==> src/rtl/dbc_pkg.sv <==
package dbc_pkg;
  localparam int LANE_W = 8;
  localparam int ADDR_W = 4;

  typedef logic [LANE_W-1:0] lane_t;
  typedef logic [ADDR_W-1:0] addr_t;

  // bytes removed by one cycle of strobes: 0..3
  function automatic logic [1:0] step_bytes(input logic b, input logic w);
    return {1'b0, b} + {w, 1'b0};
  endfunction
endpackage

==> src/rtl/dbc_start_regs.sv <==
module dbc_start_regs
  import dbc_pkg::*;
#(
  parameter int CNT_W = 24,
  parameter int BASE_W = 16,
  parameter logic [(CNT_W/LANE_W)*ADDR_W-1:0] LANE_ADDRS = {4'hE, 4'h1, 4'h0}
) (
  input  logic             clk,
  input  logic             rst,
  input  logic             wr_en,
  input  addr_t            wr_addr,
  input  lane_t            wr_data,
  input  logic             feat_en,
  output logic [CNT_W-1:0] start_q,
  output logic             id_show
);
  localparam int NLANES = CNT_W / LANE_W;
  localparam int BASE_LANES = BASE_W / LANE_W;
  localparam int TOP_LANE = NLANES - 1;

  logic [NLANES-1:0] lane_we;

  for (genvar i = 0; i < NLANES; i++) begin : g_lane
    logic hit;
    assign hit = wr_en && (wr_addr == LANE_ADDRS[i*ADDR_W +: ADDR_W]);
    if (i >= BASE_LANES) begin : g_ext
      assign lane_we[i] = hit && feat_en;
    end else begin : g_base
      assign lane_we[i] = hit;
    end
    // no reset: the programmed length survives resets
    always_ff @(posedge clk) begin
      if (lane_we[i]) start_q[i*LANE_W +: LANE_W] <= wr_data;
    end
  end

  always_ff @(posedge clk) begin
    if (rst)                    id_show <= 1'b1;
    else if (lane_we[TOP_LANE]) id_show <= 1'b0;
  end
endmodule

==> src/rtl/dbc_down_counter.sv <==
module dbc_down_counter
  import dbc_pkg::*;
#(
  parameter int CNT_W = 24,
  parameter int BASE_W = 16
) (
  input  logic             clk,
  input  logic             rst,
  input  logic             load,
  input  logic             feat_en,
  input  logic [CNT_W-1:0] start_q,
  input  logic             dec_byte,
  input  logic             dec_word,
  output logic [CNT_W:0]   cnt_q,
  output logic             zero_q
);
  localparam logic [CNT_W:0] MAX_FULL = {1'b1, {CNT_W{1'b0}}};
  localparam logic [CNT_W:0] MAX_BASE = (CNT_W+1)'(1) << BASE_W;
  localparam logic [CNT_W:0] BASE_MASK = MAX_BASE - (CNT_W+1)'(1);

  logic [CNT_W:0] masked, load_val, amt, dec_next;

  always_comb begin
    masked = feat_en ? {1'b0, start_q} : ({1'b0, start_q} & BASE_MASK);
    if (masked == '0) load_val = feat_en ? MAX_FULL : MAX_BASE;
    else              load_val = masked;
    amt = {{(CNT_W-1){1'b0}}, step_bytes(dec_byte, dec_word)};
    dec_next = (cnt_q < amt) ? '0 : cnt_q - amt;
  end

  always_ff @(posedge clk) begin
    if (rst) begin
      cnt_q  <= '0;
      zero_q <= 1'b0;
    end else if (load) begin
      cnt_q  <= load_val;
      zero_q <= 1'b0;
    end else if (amt != '0) begin
      cnt_q <= dec_next;
      if (cnt_q != '0 && dec_next == '0) zero_q <= 1'b1;
    end
  end
endmodule

==> src/rtl/dbc_read_port.sv <==
module dbc_read_port
  import dbc_pkg::*;
#(
  parameter int CNT_W = 24,
  parameter int BASE_W = 16,
  parameter logic [(CNT_W/LANE_W)*ADDR_W-1:0] LANE_ADDRS = {4'hE, 4'h1, 4'h0},
  parameter logic [LANE_W-1:0] ID_CODE = 8'h5A
) (
  input  logic             clk,
  input  logic             rst,
  input  addr_t            rd_addr,
  input  logic             feat_en,
  input  logic             id_show,
  input  logic [CNT_W-1:0] cnt_lanes,
  output lane_t            rd_data
);
  localparam int NLANES = CNT_W / LANE_W;
  localparam int BASE_LANES = BASE_W / LANE_W;

  lane_t sel;

  always_comb begin
    sel = '0;
    for (int i = 0; i < NLANES; i++) begin
      if (rd_addr == LANE_ADDRS[i*ADDR_W +: ADDR_W]) begin
        if (i >= BASE_LANES) begin
          if (id_show)      sel = ID_CODE;
          else if (feat_en) sel = cnt_lanes[i*LANE_W +: LANE_W];
          else              sel = '0;
        end else begin
          sel = cnt_lanes[i*LANE_W +: LANE_W];
        end
      end
    end
  end

  always_ff @(posedge clk) begin
    if (rst) rd_data <= '0;
    else     rd_data <= sel;
  end
endmodule

==> src/rtl/dma_byte_counter.sv <==
module dma_byte_counter
  import dbc_pkg::*;
#(
  parameter int CNT_W = 24,
  parameter int BASE_W = 16,
  parameter logic [(CNT_W/LANE_W)*ADDR_W-1:0] LANE_ADDRS = {4'hE, 4'h1, 4'h0},
  parameter logic [LANE_W-1:0] ID_CODE = 8'h5A
) (
  input  logic              clk,
  input  logic              rst,
  input  logic              feat_en,
  input  logic [ADDR_W-1:0] reg_addr,
  input  logic              reg_wr_en,
  input  logic [LANE_W-1:0] reg_wr_data,
  output logic [LANE_W-1:0] reg_rd_data,
  input  logic              cmd_valid,
  input  logic              cmd_dma,
  input  logic              dec_byte,
  input  logic              dec_word,
  output logic              count_zero
);
  logic [CNT_W-1:0] start_q;
  logic [CNT_W:0]   cnt_q;
  logic             id_show;
  logic             load_req;

  assign load_req = cmd_valid && cmd_dma;

  dbc_start_regs #(.CNT_W(CNT_W), .BASE_W(BASE_W), .LANE_ADDRS(LANE_ADDRS)) u_start (
    .clk(clk), .rst(rst), .wr_en(reg_wr_en), .wr_addr(reg_addr),
    .wr_data(reg_wr_data), .feat_en(feat_en), .start_q(start_q), .id_show(id_show)
  );

  dbc_down_counter #(.CNT_W(CNT_W), .BASE_W(BASE_W)) u_cnt (
    .clk(clk), .rst(rst), .load(load_req), .feat_en(feat_en), .start_q(start_q),
    .dec_byte(dec_byte), .dec_word(dec_word), .cnt_q(cnt_q), .zero_q(count_zero)
  );

  dbc_read_port #(.CNT_W(CNT_W), .BASE_W(BASE_W), .LANE_ADDRS(LANE_ADDRS),
                  .ID_CODE(ID_CODE)) u_rd (
    .clk(clk), .rst(rst), .rd_addr(reg_addr), .feat_en(feat_en), .id_show(id_show),
    .cnt_lanes(cnt_q[CNT_W-1:0]), .rd_data(reg_rd_data)
  );
endmodule

==> config.mk <==
export PLATFORM = sky130hd
export DESIGN_NAME = dma_byte_counter
export DESIGN_NICKNAME = d
export VERILOG_FILES = /design/src/rtl/dbc_pkg.sv /design/src/rtl/dbc_start_regs.sv /design/src/rtl/dbc_down_counter.sv /design/src/rtl/dbc_read_port.sv /design/src/rtl/dma_byte_counter.sv
export SDC_FILE = /design/constraint.sdc
export NUM_CORES = 1
export LEC_CHECK = 0
export ABC_AREA = 1
export BUFFER_PORTS_ARGS = -buffer_cell sky130_fd_sc_hd__buf_2
export CORE_MARGIN = 1.5
export CORE_UTILIZATION = 59
export CTS_CLUSTER_SIZE = 24
export DETAILED_ROUTE_END_ITERATION = 10
export GPL_ROUTABILITY_DRIVEN = 1
export PLACE_DENSITY = 0.8
export SLEW_MARGIN = 20
export SYNTH_ARGS = -nofsm -noshare
export SYNTH_HDL_FRONTEND = slang
export SYNTH_SLANG_ARGS = --single-unit
export TNS_END_PERCENT = 5
==> constraint.sdc <==
create_clock -name clk -period 2.8 [get_ports clk]
set_input_delay 0.7 -clock clk [delete_from_list [all_inputs] [get_ports clk]]
set_output_delay 0.7 -clock clk [all_outputs]
set_load 0.02 [all_outputs]
==> run metrics, run 1 <==
global-route wire length before repair approximately 14,000 um; vias in the first global route between 2k and 3k; total of max-cap violations 0; Synth top area share a little over a fifth; final setup violation count 0; post-DR vias/cell 5.85; worst relative slew slack 68.5%; H-Tree Depth 3; highest clock frequency the design can meet 0.420 GHz; clock tree from TritonCTS yes; effective utilization at floorplan 62.8%; share of power burned in the clock network 38.0%; register bit count reported by yosys 59; cells along the critical path buf_2, ha_1, fa_1, nand2_1, nor2_2, inv_1, nand2_1, nand2_1, nand2_1, nand2_1, nor2_1, nand2_1, nor2_1, nand3_1, a21oi_2; Critical Path Sink Type flop; arrival time of data at the critical path endpoint around 2.7 ns; clock input transition at the sequential cells of the worst setup and hold paths 0.07 ns; Max FO, Critical Path 11; Slew @ Worst Pin 0.472 ns; clk_lat worst skew ~0.34 ns; GRT Resource Usage Total 31.2%; share of cells above drive strength 1 about an eighth; data required time of the critical path between 3 and 4 ns; number of detailed-route iterations in the first pass 6; antenna cells 0; setup repair after global routing missed its margin no; proportion of total power due to net switching 31.7%; total die area between 6000 and 7000 um2; cell types with the largest area share after synthesis edfxtp_1, dfxtp_1, nand2_1; most frequent cells in the layout nand2_1, nor2_1, inv_1; Worst Setup Start Kind primary input; time the worst path needs with I/O delays and setup 2.38 ns; fraction of the core area covered by cells at the end of the flow between 70 and 80%; CTS Buf Count 9; largest voltage drop on the vdd net 567 uV; count of flip-flops with a built-in enable after synthesis 24; static power due to leakage between 1.5 and 2 nW; maximum count of clock buffers along a single path 2; number of max-slew violations in the final report 0; Yosys warnings 0; switching power 0.864 mW; largest area contributor in the netlist edfxtp_1; GPL Wtd Cong 0.964; proportion of synthesized chip area in sequential cells a little over two fifths; Routed WL between 8000 and 9000 um; post-CTS resize count 0; setup skew after layout 0.0110 ns; fillcell total 433; startpoint-to-endpoint class of the critical path primary input to flop; Detailed Place HPWL between 6000 and 7000 um; via count 3,326; TNS Setup 0 ns; FP Rows 26; async set or reset register ratio after synthesis 0%; fraction of power consumed by sequential logic 37.1%; Clock Sinks 59; remaining number of nets flagged by the antenna check after routing 0; Main synth FF type dfxtp_1; type of the most critical hold path flop to flop; internal power 1.86 mW; Routed WL per cell 15.8 um; number of setup buffers added after CTS 0; Final nets 517; Synthesized Nets 484; CTS root buf clkbuf_8; count of input and output buffers 28; Crit-path slowest cell nor2_2; synthesized area divided by synthesized cell count 7.13 um2; outcome complete, no violations; core region area 5240 um2; io pins 29; maximum number of pins on one net before global-route repair 36; DIE HEIGHT 77.7 um; Period Utilization, post-route 85.1%; number of distinct library cells after synthesis 34; Pwr per Cell Area around 720 nW/um2; most repeated library cell on the critical path nand2_1; overall die width 77.7 um; aggregate global routing overflow 0; most common cell after layout, fill and taps aside nand2_1; total count of hold-check failures in the final report 0; DRC errors left 0; Synth Instances roughly 460; area delta synth->final 14.8%; cell area after synthesis about 3300 um2; power share of the combinational group 24.8%; post-cts hold buffer count 0; initial detailed-routing violation count 470; antenna violations before repair 0; slowest cell delay on critical path 0.41 ns
-- layout make-up --
type | count | area (um2) | share of cell area (%)
Sequential cell | 59 | 1420 | 37.7
Multi-Input combinational cell | 339 | 1620 | 42.8
Tap cell | 70 | 87.6 | 2.32
Inverter | 49 | 184 | 4.87
Timing Repair Buffer | 36 | 200 | 5.30
Clock inverter | 5 | 124 | 3.28
Clock buffer | 11 | 141 | 3.75
-- Yosys cell counts, types with 2 or more instances --
| library cell | n |
|---|---|
| a211oi_1 | 3 |
| nor2_2 | 10 |
| nand4_1 | 9 |
| a21oi_1 | 8 |
| o21bai_1 | 3 |
| inv_1 | 48 |
| clkbuf_1 | 9 |
| ha_1 | 2 |
| dfxtp_1 | 35 |
| edfxtp_1 | 24 |
| nor4_1 | 2 |
| nand2_2 | 2 |
| o21ai_0 | 24 |
| o21ai_1 | 4 |
| nand3_1 | 46 |
| a31oi_1 | 17 |
| o22ai_1 | 10 |
| xor2_1 | 2 |
| buf_2 | 2 |
| o211ai_1 | 2 |
| nand2_1 | 125 |
| nor2_1 | 62 |
-- sequential cells by signal (all words and copies together) (netlist names) --
| register | flops |
|---|---|
| u_cnt.cnt_q | 25 |
| u_start.start_q | 24 |
| u_start.id_show | 1 |
| u_rd.rd_data | 8 |
| u_cnt.zero_q | 1 |
-- critical path, delay by kind of cell --
family          cells  cell delay (ns)
simple gates       10             1.23
compound gates      1             0.12
buf+inv             2             0.21
fa+ha+maj           2             0.40
-- worst paths after layout --
kind	depth (start not counted)	from	to	slack (ns)
worst max-delay path	15	dec_byte	u_cnt.zero_q$_SDFFE_PP0P_	0.42
worst min-delay path	2	u_cnt.cnt_q[0]$_SDFFE_PP0P_	u_cnt.cnt_q[0]$_SDFFE_PP0P_	0.50
worst max register to register	15	u_cnt.cnt_q[0]$_SDFFE_PP0P_	u_cnt.zero_q$_SDFFE_PP0P_	0.43
worst min register to register	2	u_cnt.cnt_q[0]$_SDFFE_PP0P_	u_cnt.cnt_q[0]$_SDFFE_PP0P_	0.50
-- stage by stage --
step / std cells / hold WS (ns) / setup slack [ns] / power, mW / cell area, um2
after global routing: 569 / 0.508 / 0.271 / 2.84 / 3770
after CTS: 569 / 0.494 / 0.463 / 2.70 / 3770
after floorplan: 461 / 0.464 / 0.455 / 1.51 / 3290
after detailed placement: 553 / 0.485 / 0.160 / 1.67 / 3510
final: 569 / 0.498 / 0.416 / 2.72 / 3770
after global placement: 553 / 0.476 / 0.245 / 1.66 / 3510
-- cell families (layout without fill, tap and decap cells) --
| kind of cell | count (synthesis) | in the layout | synth area share, % |
|---|---|---|---|
| AND/OR/NAND/NOR | 261 | 261 | 34.3 |
| AO/OA/AOI/OAI | 73 | 73 | 13.0 |
| buffers and inverters | 63 | 101 | 7.61 |
| flip-flops | 59 | 59 | 43.2 |
| adder cells (fa/ha/maj) | 3 | 3 | 1.37 |
| XOR/XNOR | 2 | 2 | 0.533 |
-- layer usage --
| metal | GRT usage, % | wire [um] | vias up |
|---|---|---|---|
| li1 | - | - | 1605 |
| met1 | 40.3 | 3660 | 1473 |
| met2 | 49.4 | 4060 | 219 |
| met3 | 7.88 | 999 | 29 |
| met4 | 13.3 | 270 | 0 |
| met5 | 0 | 0 | - |
-- power by group through the flow --
stage                     Clock (mW)  Sequential (mW)  Combinational [mW]
after floorplan                    0             1.01               0.504
after global placement             0             1.02               0.640
after detailed placement           0             1.02               0.648
after CTS                       1.04             1.01               0.657
after global routing            1.08             1.02               0.747
final                           1.04             1.01               0.677
Note: power is estimated with default switching activity, not from simulation.
==> inputs of run 2 (changes only) <==
CORE_UTILIZATION = 30   (was 59)
CTS_CLUSTER_SIZE = 25   (was 24)
PLACE_DENSITY = 0.47   (was 0.8)
==> run 2 against run 1 <==
  * Core utilization shrank 37 points
  * Clock power is 20% lower
  * Combinational power decreased by 0.6%
  * Count of clock-buffer cells in the layout shrank 2
  * Via count decreased by 5.6%
  * Die area increased by 92%
  * Global-route usage is 13 points lower
  * First-iteration DRC count is 51% lower
  * Worst hold slack about the same
  * Sequential share of layout area fell by 0.20 points
  * Non-clock buffer count fell by 1
  * Critical path depth fell by 2
==> run metrics, run 2 (synthesis gave the netlist of run 1 again) <==
largest reg by FF count u_cnt.cnt_q (unchanged); Detailed Place HPWL 7780 um (was 6660 um); count of input and output buffers 28 (unchanged); worst relative slew slack 49.9% (was 68.5%); clock input transition at the sequential cells of the worst setup and hold paths 0.07 ns (about the same); most frequent cells in the layout nand2_1, nor2_1, inv_1 (unchanged); number of flip-flops under the largest register name 25 (unchanged); number of logic stages on the critical path including buffering 13 (was 15); total of max-cap violations 0 (unchanged); time the worst path needs with I/O delays and setup 2.33 ns (was 2.38 ns); global-route wire length before repair 15,300 um (was 14,300 um); data required time of the critical path 3.09 ns (was 3.08 ns); remaining number of nets flagged by the antenna check after routing 0 (unchanged); H-Tree Depth 3 (unchanged); Slew @ Worst Pin 0.748 ns (was 0.472 ns); initial detailed-routing violation count 229 (was 470); Max FO, Critical Path 11 (unchanged); aggregate global routing overflow 0 (unchanged); outcome complete, no violations (unchanged); core region area 10,700 um2 (was 5240 um2); Routed WL per cell 15.2 um (was 15.8 um); overall die width 108 um (was 77.7 um); share of cells above drive strength 1 13.5% (was 13.2%); Period Utilization, post-route 83.4% (was 85.1%); Routed WL 9720 um (was 8990 um); post-cts hold buffer count 0 (unchanged); setup repair after global routing missed its margin no (unchanged); antenna violations before repair 0 (unchanged); largest voltage drop on the vdd net 342 uV (was 567 uV); arrival time of data at the critical path endpoint 2.62 ns (was 2.67 ns); vias in the first global route 2,858 (was 2,981); Pwr per Cell Area 662 nW/um2 (was 722 nW/um2); total die area 11,600 um2 (was 6030 um2); Worst Setup Start Kind flop (was primary input); cell depth of the worst hold path 2 (unchanged); DRC errors left 0 (unchanged); startpoint-to-endpoint class of the critical path flop to flop (was primary input to flop); TNS Setup 0 ns (unchanged); CTS Buf Count 9 (unchanged); highest clock frequency the design can meet 0.428 GHz (was 0.420 GHz); most common cell after layout, fill and taps aside nand2_1 (unchanged); post-place setup slack 0.187 ns (was 0.160 ns); number of detailed-route iterations in the first pass 5 (was 6); via count 3,141 (was 3,326); Clock Sinks 59 (unchanged); least setup slack across all paths after layout 0.465 ns (was 0.416 ns); post-DR vias/cell 4.92 (was 5.85); Top delay family on crit path simple AND/OR/NAND/NOR gates (unchanged); clk_lat worst skew 0.36 ns (was 0.34 ns); maximum number of pins on one net before global-route repair 33 (was 36); DIE HEIGHT 108 um (was 77.7 um); slowest cell delay on critical path 0.38 ns (was 0.41 ns); final setup violation count 0 (unchanged); GRT Resource Usage Total 17.7% (was 31.2%); cells along the critical path inv_1, ha_1, fa_1, nand2_1, nor2_2, nand3_1, nand3_1, nand2_1, nor2_1, nand2_1, nor2_1, nand3_1, a21oi_2 (was buf_2, ha_1, fa_1, nand2_1, nor2_2, inv_1, nand2_1, nand2_1, nand2_1, nand2_1, nor2_1, nand2_1, nor2_1, nand3_1, a21oi_2); setup skew after layout 0.0105 ns (was 0.0110 ns); FP Rows 38 (was 26); crit path buf inv count 1 (was 2); io pins 29 (unchanged); type of the most critical hold path flop to flop (unchanged); number of setup buffers added after CTS 0 (unchanged); static power due to leakage 1.62 nW (was 1.66 nW); GPL Wtd Cong 0.887 (was 0.964); post-CTS resize count 0 (unchanged); Worst Reg-to-Reg Cells 13 (was 15); area delta synth->final 15.4% (was 14.8%); total count of hold-check failures in the final report 0 (unchanged); antenna cells 0 (unchanged); maximum count of clock buffers along a single path 2 (unchanged); CTS root buf clkbuf_8 (unchanged); clock tree from TritonCTS yes (unchanged); largest registers u_cnt.cnt_q: 25 flops, u_start.start_q: 24 flops, u_rd.rd_data: 8 flops (unchanged); Critical Path Sink Type flop (unchanged); Final nets 516 (was 517); effective utilization at floorplan 30.6% (was 62.8%); Crit-path slowest cell nor2_2 (unchanged); number of max-slew violations in the final report 0 (unchanged)
==> run 2: cell count changes in the layout (fill, tap and decap cells not counted) <==
cell        delta
buf_4          -1
clkbuf_1       -1
clkinv_1       -1
inv_6          +4
bufinv_16      -3
clkinv_4       +1
clkbuf_8       -1
clkinvlp_4     +1
==> run 2: area by class of cell <==
| type | count | area, um2 |
|---|---|---|
| clock buffers | 9 | 124 |
| clock inverters | 7 | 81.3 |
| fillers | 1180 | 6950 |
| inverters | 49 | 184 |
| multi-input cells | 339 | 1620 |
| flip-flops and latches | 59 | 1420 |
| well taps | 140 | 175 |
| repair buffers | 35 | 193 |
==> run 2: report_power, final <==
part           internal (mW)  switching, mW
registers              0.944         0.0698
clock network          0.424          0.402
logic                  0.212          0.461
total                   1.58          0.933
==> run 2: worst register-to-register path, delay by kind of cell (launching register included) <==
kind | cells | cell delay (ns)
and+or+nand+nor | 9 | 1.21
AOI/OAI and AO/OA | 1 | 0.12
DFF | 1 | 0.32
buffers and inverters | 1 | 0.15
adders and majority gates | 2 | 0.46
==> run 2: per-stage QoR <==
stage / utilization (%) / hold slack [ns] / cells / area (um2) / power (mW)
after CTS: 35.3 / 0.497 / 638 / 3790 / 2.53
after global routing: 35.3 / 0.516 / 638 / 3790 / 2.67
after floorplan: - / 0.464 / 461 / 3290 / 1.51
final: 35.3 / 0.498 / 638 / 3790 / 2.51
after detailed placement: 33.4 / 0.485 / 622 / 3590 / 1.70
after global placement: 33.4 / 0.479 / 622 / 3590 / 1.70
==> run 2: path summary, 6_finish.rpt <==
check                                    from                     endpoint  slack (ns)
setup / recovery  u_cnt.cnt_q[0]$_SDFFE_PP0P_    u_cnt.zero_q$_SDFFE_PP0P_        0.47
hold / removal    u_cnt.cnt_q[0]$_SDFFE_PP0P_  u_cnt.cnt_q[0]$_SDFFE_PP0P_        0.50
setup reg to reg  u_cnt.cnt_q[0]$_SDFFE_PP0P_    u_cnt.zero_q$_SDFFE_PP0P_        0.47
hold reg to reg   u_cnt.cnt_q[0]$_SDFFE_PP0P_  u_cnt.cnt_q[0]$_SDFFE_PP0P_        0.50
==> run 2: per-layer routing <==
layer / global-route usage, % / vias up / share of wire, %
li1: - / 1605 / -
met1: 24.9 / 1414 / 48
met2: 27.7 / 113 / 45
met3: 3.87 / 9 / 5.7
met4: 4.14 / 0 / 1.2
met5: 0 / - / 0
==> inputs of run 3 (changes only) <==
ABC_AREA = 0   (was 1)
PLACE_DENSITY = 0.48   (was 0.47)
clock period = 1.98 ns   (was 2.8 ns; I/O delays follow)
==> run 3 against run 2 <==
  * Final area up 17%
  * Power up 45%
  * Clock power up 37%
  * Combinational power up 72%
  * Synthesized cell count down 21%
  * Sequential power up 35%
  * Sequential cell count unchanged
  * The flow now finishes with violations (setup timing)
  * Global-route usage up 3.1 points
==> run metrics, run 3 <==
cell types with the largest area share after synthesis edfxtp_1, dfxtp_1, nor2_1 (was edfxtp_1, dfxtp_1, nand2_1); final setup violation count 24 (was 0); cell depth of the worst hold path 1 (was 2); top-count cell post-synth nor2_1 (was nand2_1); clock tree from TritonCTS yes (unchanged); outcome finished, violations left (was complete, no violations); count of input and output buffers 28 (unchanged); end point of the most critical hold path u_start.start_q[1]$_DFFE_PP_ (was u_cnt.cnt_q[0]$_SDFFE_PP0P_); violations in the final reports setup timing; number of detailed-route iterations in the first pass 5 (unchanged); most common cell after layout, fill and taps aside buf_4 (was nand2_1); Post-Place Cell Area 4100 um2 (was 3590 um2); Yosys warnings 0 (unchanged); CTS Buf Count 9 (unchanged); overall die width 107 um (was 108 um); total of max-cap violations 0 (unchanged); r2r setup slk -0.46 ns (was 0.47 ns); initial detailed-routing violation count 263 (was 229); Worst Setup Start Kind flop (unchanged); vias in the first global route 3,155 (was 2,858); number of max-slew violations in the final report 0 (unchanged); number of flip-flops under the largest register name 25 (unchanged); clock input transition at the sequential cells of the worst setup and hold paths 0.08 ns (was 0.07 ns); maximum count of clock buffers along a single path 2 (unchanged); time the worst path needs with I/O delays and setup 2.44 ns (was 2.33 ns); largest registers u_cnt.cnt_q: 25 flops, u_start.start_q: 24 flops, u_rd.rd_data: 8 flops (unchanged); arrival time of data at the critical path endpoint 2.73 ns (was 2.62 ns); Clock Sinks 59 (unchanged); Final nets 480 (was 516); data required time of the critical path 2.27 ns (was 3.09 ns); post-route cell area 4460 um2 (was 3790 um2); post-place setup slack -0.757 ns (was 0.187 ns); post-DR vias/cell 5.59 (was 4.92); Synthesized Nets 388 (was 484); Slew @ Worst Pin 0.422 ns (was 0.748 ns); core region area 10,400 um2 (was 10,700 um2); startpoint-to-endpoint class of the critical path flop to flop (unchanged); DIE HEIGHT 107 um (was 108 um); Worst Reg-to-Reg Cells 8 (was 13); FP Rows 37 (was 38); startpoint of the lowest-slack register-to-register path u_cnt.cnt_q[0]$_SDFFE_PP0P_ (unchanged); total count of hold-check failures in the final report 0 (unchanged); via count 3,343 (was 3,141); GRT Resource Usage Total 20.8% (was 17.7%); post-cts hold buffer count 0 (unchanged); largest voltage drop on the vdd net 560 uV (was 342 uV); DRC errors left 0 (unchanged); Synth top cells by count nor2_1, dfxtp_1, nor3_1, a21oi_1, edfxtp_1 (was nand2_1, nor2_1, inv_1, nand3_1, dfxtp_1); number of distinct library cells after synthesis 62 (was 34); antenna violations before repair 0 (unchanged); most frequent cells in the layout buf_4, nor2_1, dfxtp_1 (was nand2_1, nor2_1, inv_1); Min-Delay Startpoint reg_wr_data[1] (was u_cnt.cnt_q[0]$_SDFFE_PP0P_); proportion of synthesized chip area in sequential cells 43.6% (was 43.2%); Synth Instances 365 (was 461); largest reg by FF count u_cnt.cnt_q (unchanged); aggregate global routing overflow 0 (unchanged); total die area 11,500 um2 (was 11,600 um2); Routed WL per cell 19.1 um (was 15.2 um); setup repair after global routing missed its margin yes (was no); synthesized area divided by synthesized cell count 8.93 um2 (was 7.13 um2); CTS root buf clkbuf_8 (unchanged); register bit count reported by yosys 59 (unchanged); area delta synth->final 36.7% (was 15.4%); Pwr per Cell Area 818 nW/um2 (was 662 nW/um2); Critical Path Sink Type flop (unchanged); H-Tree Depth 3 (unchanged); clk_lat worst skew 0.35 ns (was 0.36 ns); antenna cells 0 (unchanged); GPL Wtd Cong 0.943 (was 0.887); maximum number of pins on one net before global-route repair 37 (was 33); io pins 29 (unchanged); least setup slack across all paths after layout -0.461 ns (was 0.465 ns); Main synth FF type dfxtp_1 (unchanged); largest area contributor in the netlist edfxtp_1 (unchanged); count of flip-flops with a built-in enable after synthesis 24 (unchanged); global-route wire length before repair 17,600 um (was 15,300 um); fraction of the core area covered by cells at the end of the flow 42.8% (was 35.3%); Detailed Place HPWL 8580 um (was 7780 um); setup skew after layout 0.00959 ns (was 0.0105 ns); Period Utilization, post-route 123% (was 83.4%); Max FO, Critical Path 4 (was 11); effective utilization at floorplan 31.3% (was 30.6%); number of setup buffers added after CTS 0 (unchanged); remaining number of nets flagged by the antenna check after routing 0 (unchanged); highest clock frequency the design can meet 0.410 GHz (was 0.428 GHz); Synth top area share 22.1% (was 21.9%); RR Endpoint u_cnt.zero_q$_SDFFE_PP0P_ (unchanged); static power due to leakage 1.71 nW (was 1.62 nW); Routed WL 11,400 um (was 9720 um); WHS 0.344 ns (was 0.498 ns); async set or reset register ratio after synthesis 0% (unchanged); worst relative slew slack 71.7% (was 49.9%); TNS Setup -4.10 ns (was 0 ns); share of cells above drive strength 1 37.2% (was 13.5%); cell area after synthesis 3260 um2 (was 3290 um2); type of the most critical hold path primary input to flop (was flop to flop)
-- run 3: cells by family after synthesis --
group / count (synthesis) / synth area share [%]
buffers and inverters: 32 / 4.60
xor gates and xnor gates: 1 / 0.269
DFF: 59 / 43.6
adders and majority gates: 3 / 1.38
and+or+nand+nor: 169 / 27.8
AOI/OAI and AO/OA: 92 / 19.5
muxes: 9 / 2.92
-- run 3: worst max path at each step --
stage | from | endpoint | slack [ns]
2_1_floorplan | dec_byte | u_cnt.cnt_q[20]$_SDFFE_PP0P_ | -0.52
3_3_place_gp | dec_word | u_cnt.cnt_q[6]$_SDFFE_PP0P_ | -0.71
3_5_place_dp | dec_byte | u_cnt.zero_q$_SDFFE_PP0P_ | -0.76
4_1_cts | u_cnt.cnt_q[0]$_SDFFE_PP0P_ | u_cnt.zero_q$_SDFFE_PP0P_ | -0.46
5_1_grt | u_cnt.cnt_q[0]$_SDFFE_PP0P_ | u_cnt.zero_q$_SDFFE_PP0P_ | -0.60
6_report | u_cnt.cnt_q[0]$_SDFFE_PP0P_ | u_cnt.zero_q$_SDFFE_PP0P_ | -0.46
-- run 3: timing repair --
action	4_1_cts	5_1_grt
pin swaps	8	4
gates resized for setup	30	8
endpoints found under the setup margin	26	26
-- run 3: final cells by class --
type	count	area (um2)
Clock buffer	9	124
Timing Repair Buffer	108	782
Multi-Input combinational cell	274	1860
Clock inverter	7	76.3
Tap cell	136	170
Sequential cell	59	1420
Fill cell	1033	5960
Inverter	5	18.8
-- run 3: metal layers --
| metal | track usage, % | part of all wire (%) | wire length [um] | vias up |
|---|---|---|---|---|
| met3 | 3.57 | 7.8 | 886 | 31 |
| met2 | 33.7 | 47 | 5320 | 144 |
| met4 | 8.86 | 3.2 | 361 | 0 |
| met1 | 27.2 | 42 | 4850 | 1589 |
| li1 | - | - | - | 1579 |
| met5 | 0 | 0 | 0 | - |
-- run 3: power breakdown --
part | total [mW] | internal, mW | switching [mW]
logic | 1.16 | 0.529 | 0.629
clock network | 1.13 | 0.587 | 0.545
registers | 1.36 | 1.32 | 0.0322
-- run 3: through the flow --
stage / power [mW] / cells
floorplan: 1.96 / 365
global placement: 2.43 / 582
detailed placement: 2.43 / 582
CTS: 3.63 / 598
global route: 3.81 / 598
finish: 3.65 / 598
-- run 3: critical path, stage by stage, from the launching register on --
cell and delay (ns):
dfxtp_2 0.34, inv_2 0.05, ha_4 0.16, fa_2 0.39, or4_4 0.49, or4_4 0.42
a311oi_2 0.25, nand4_1 0.15, a22oi_2 0.13
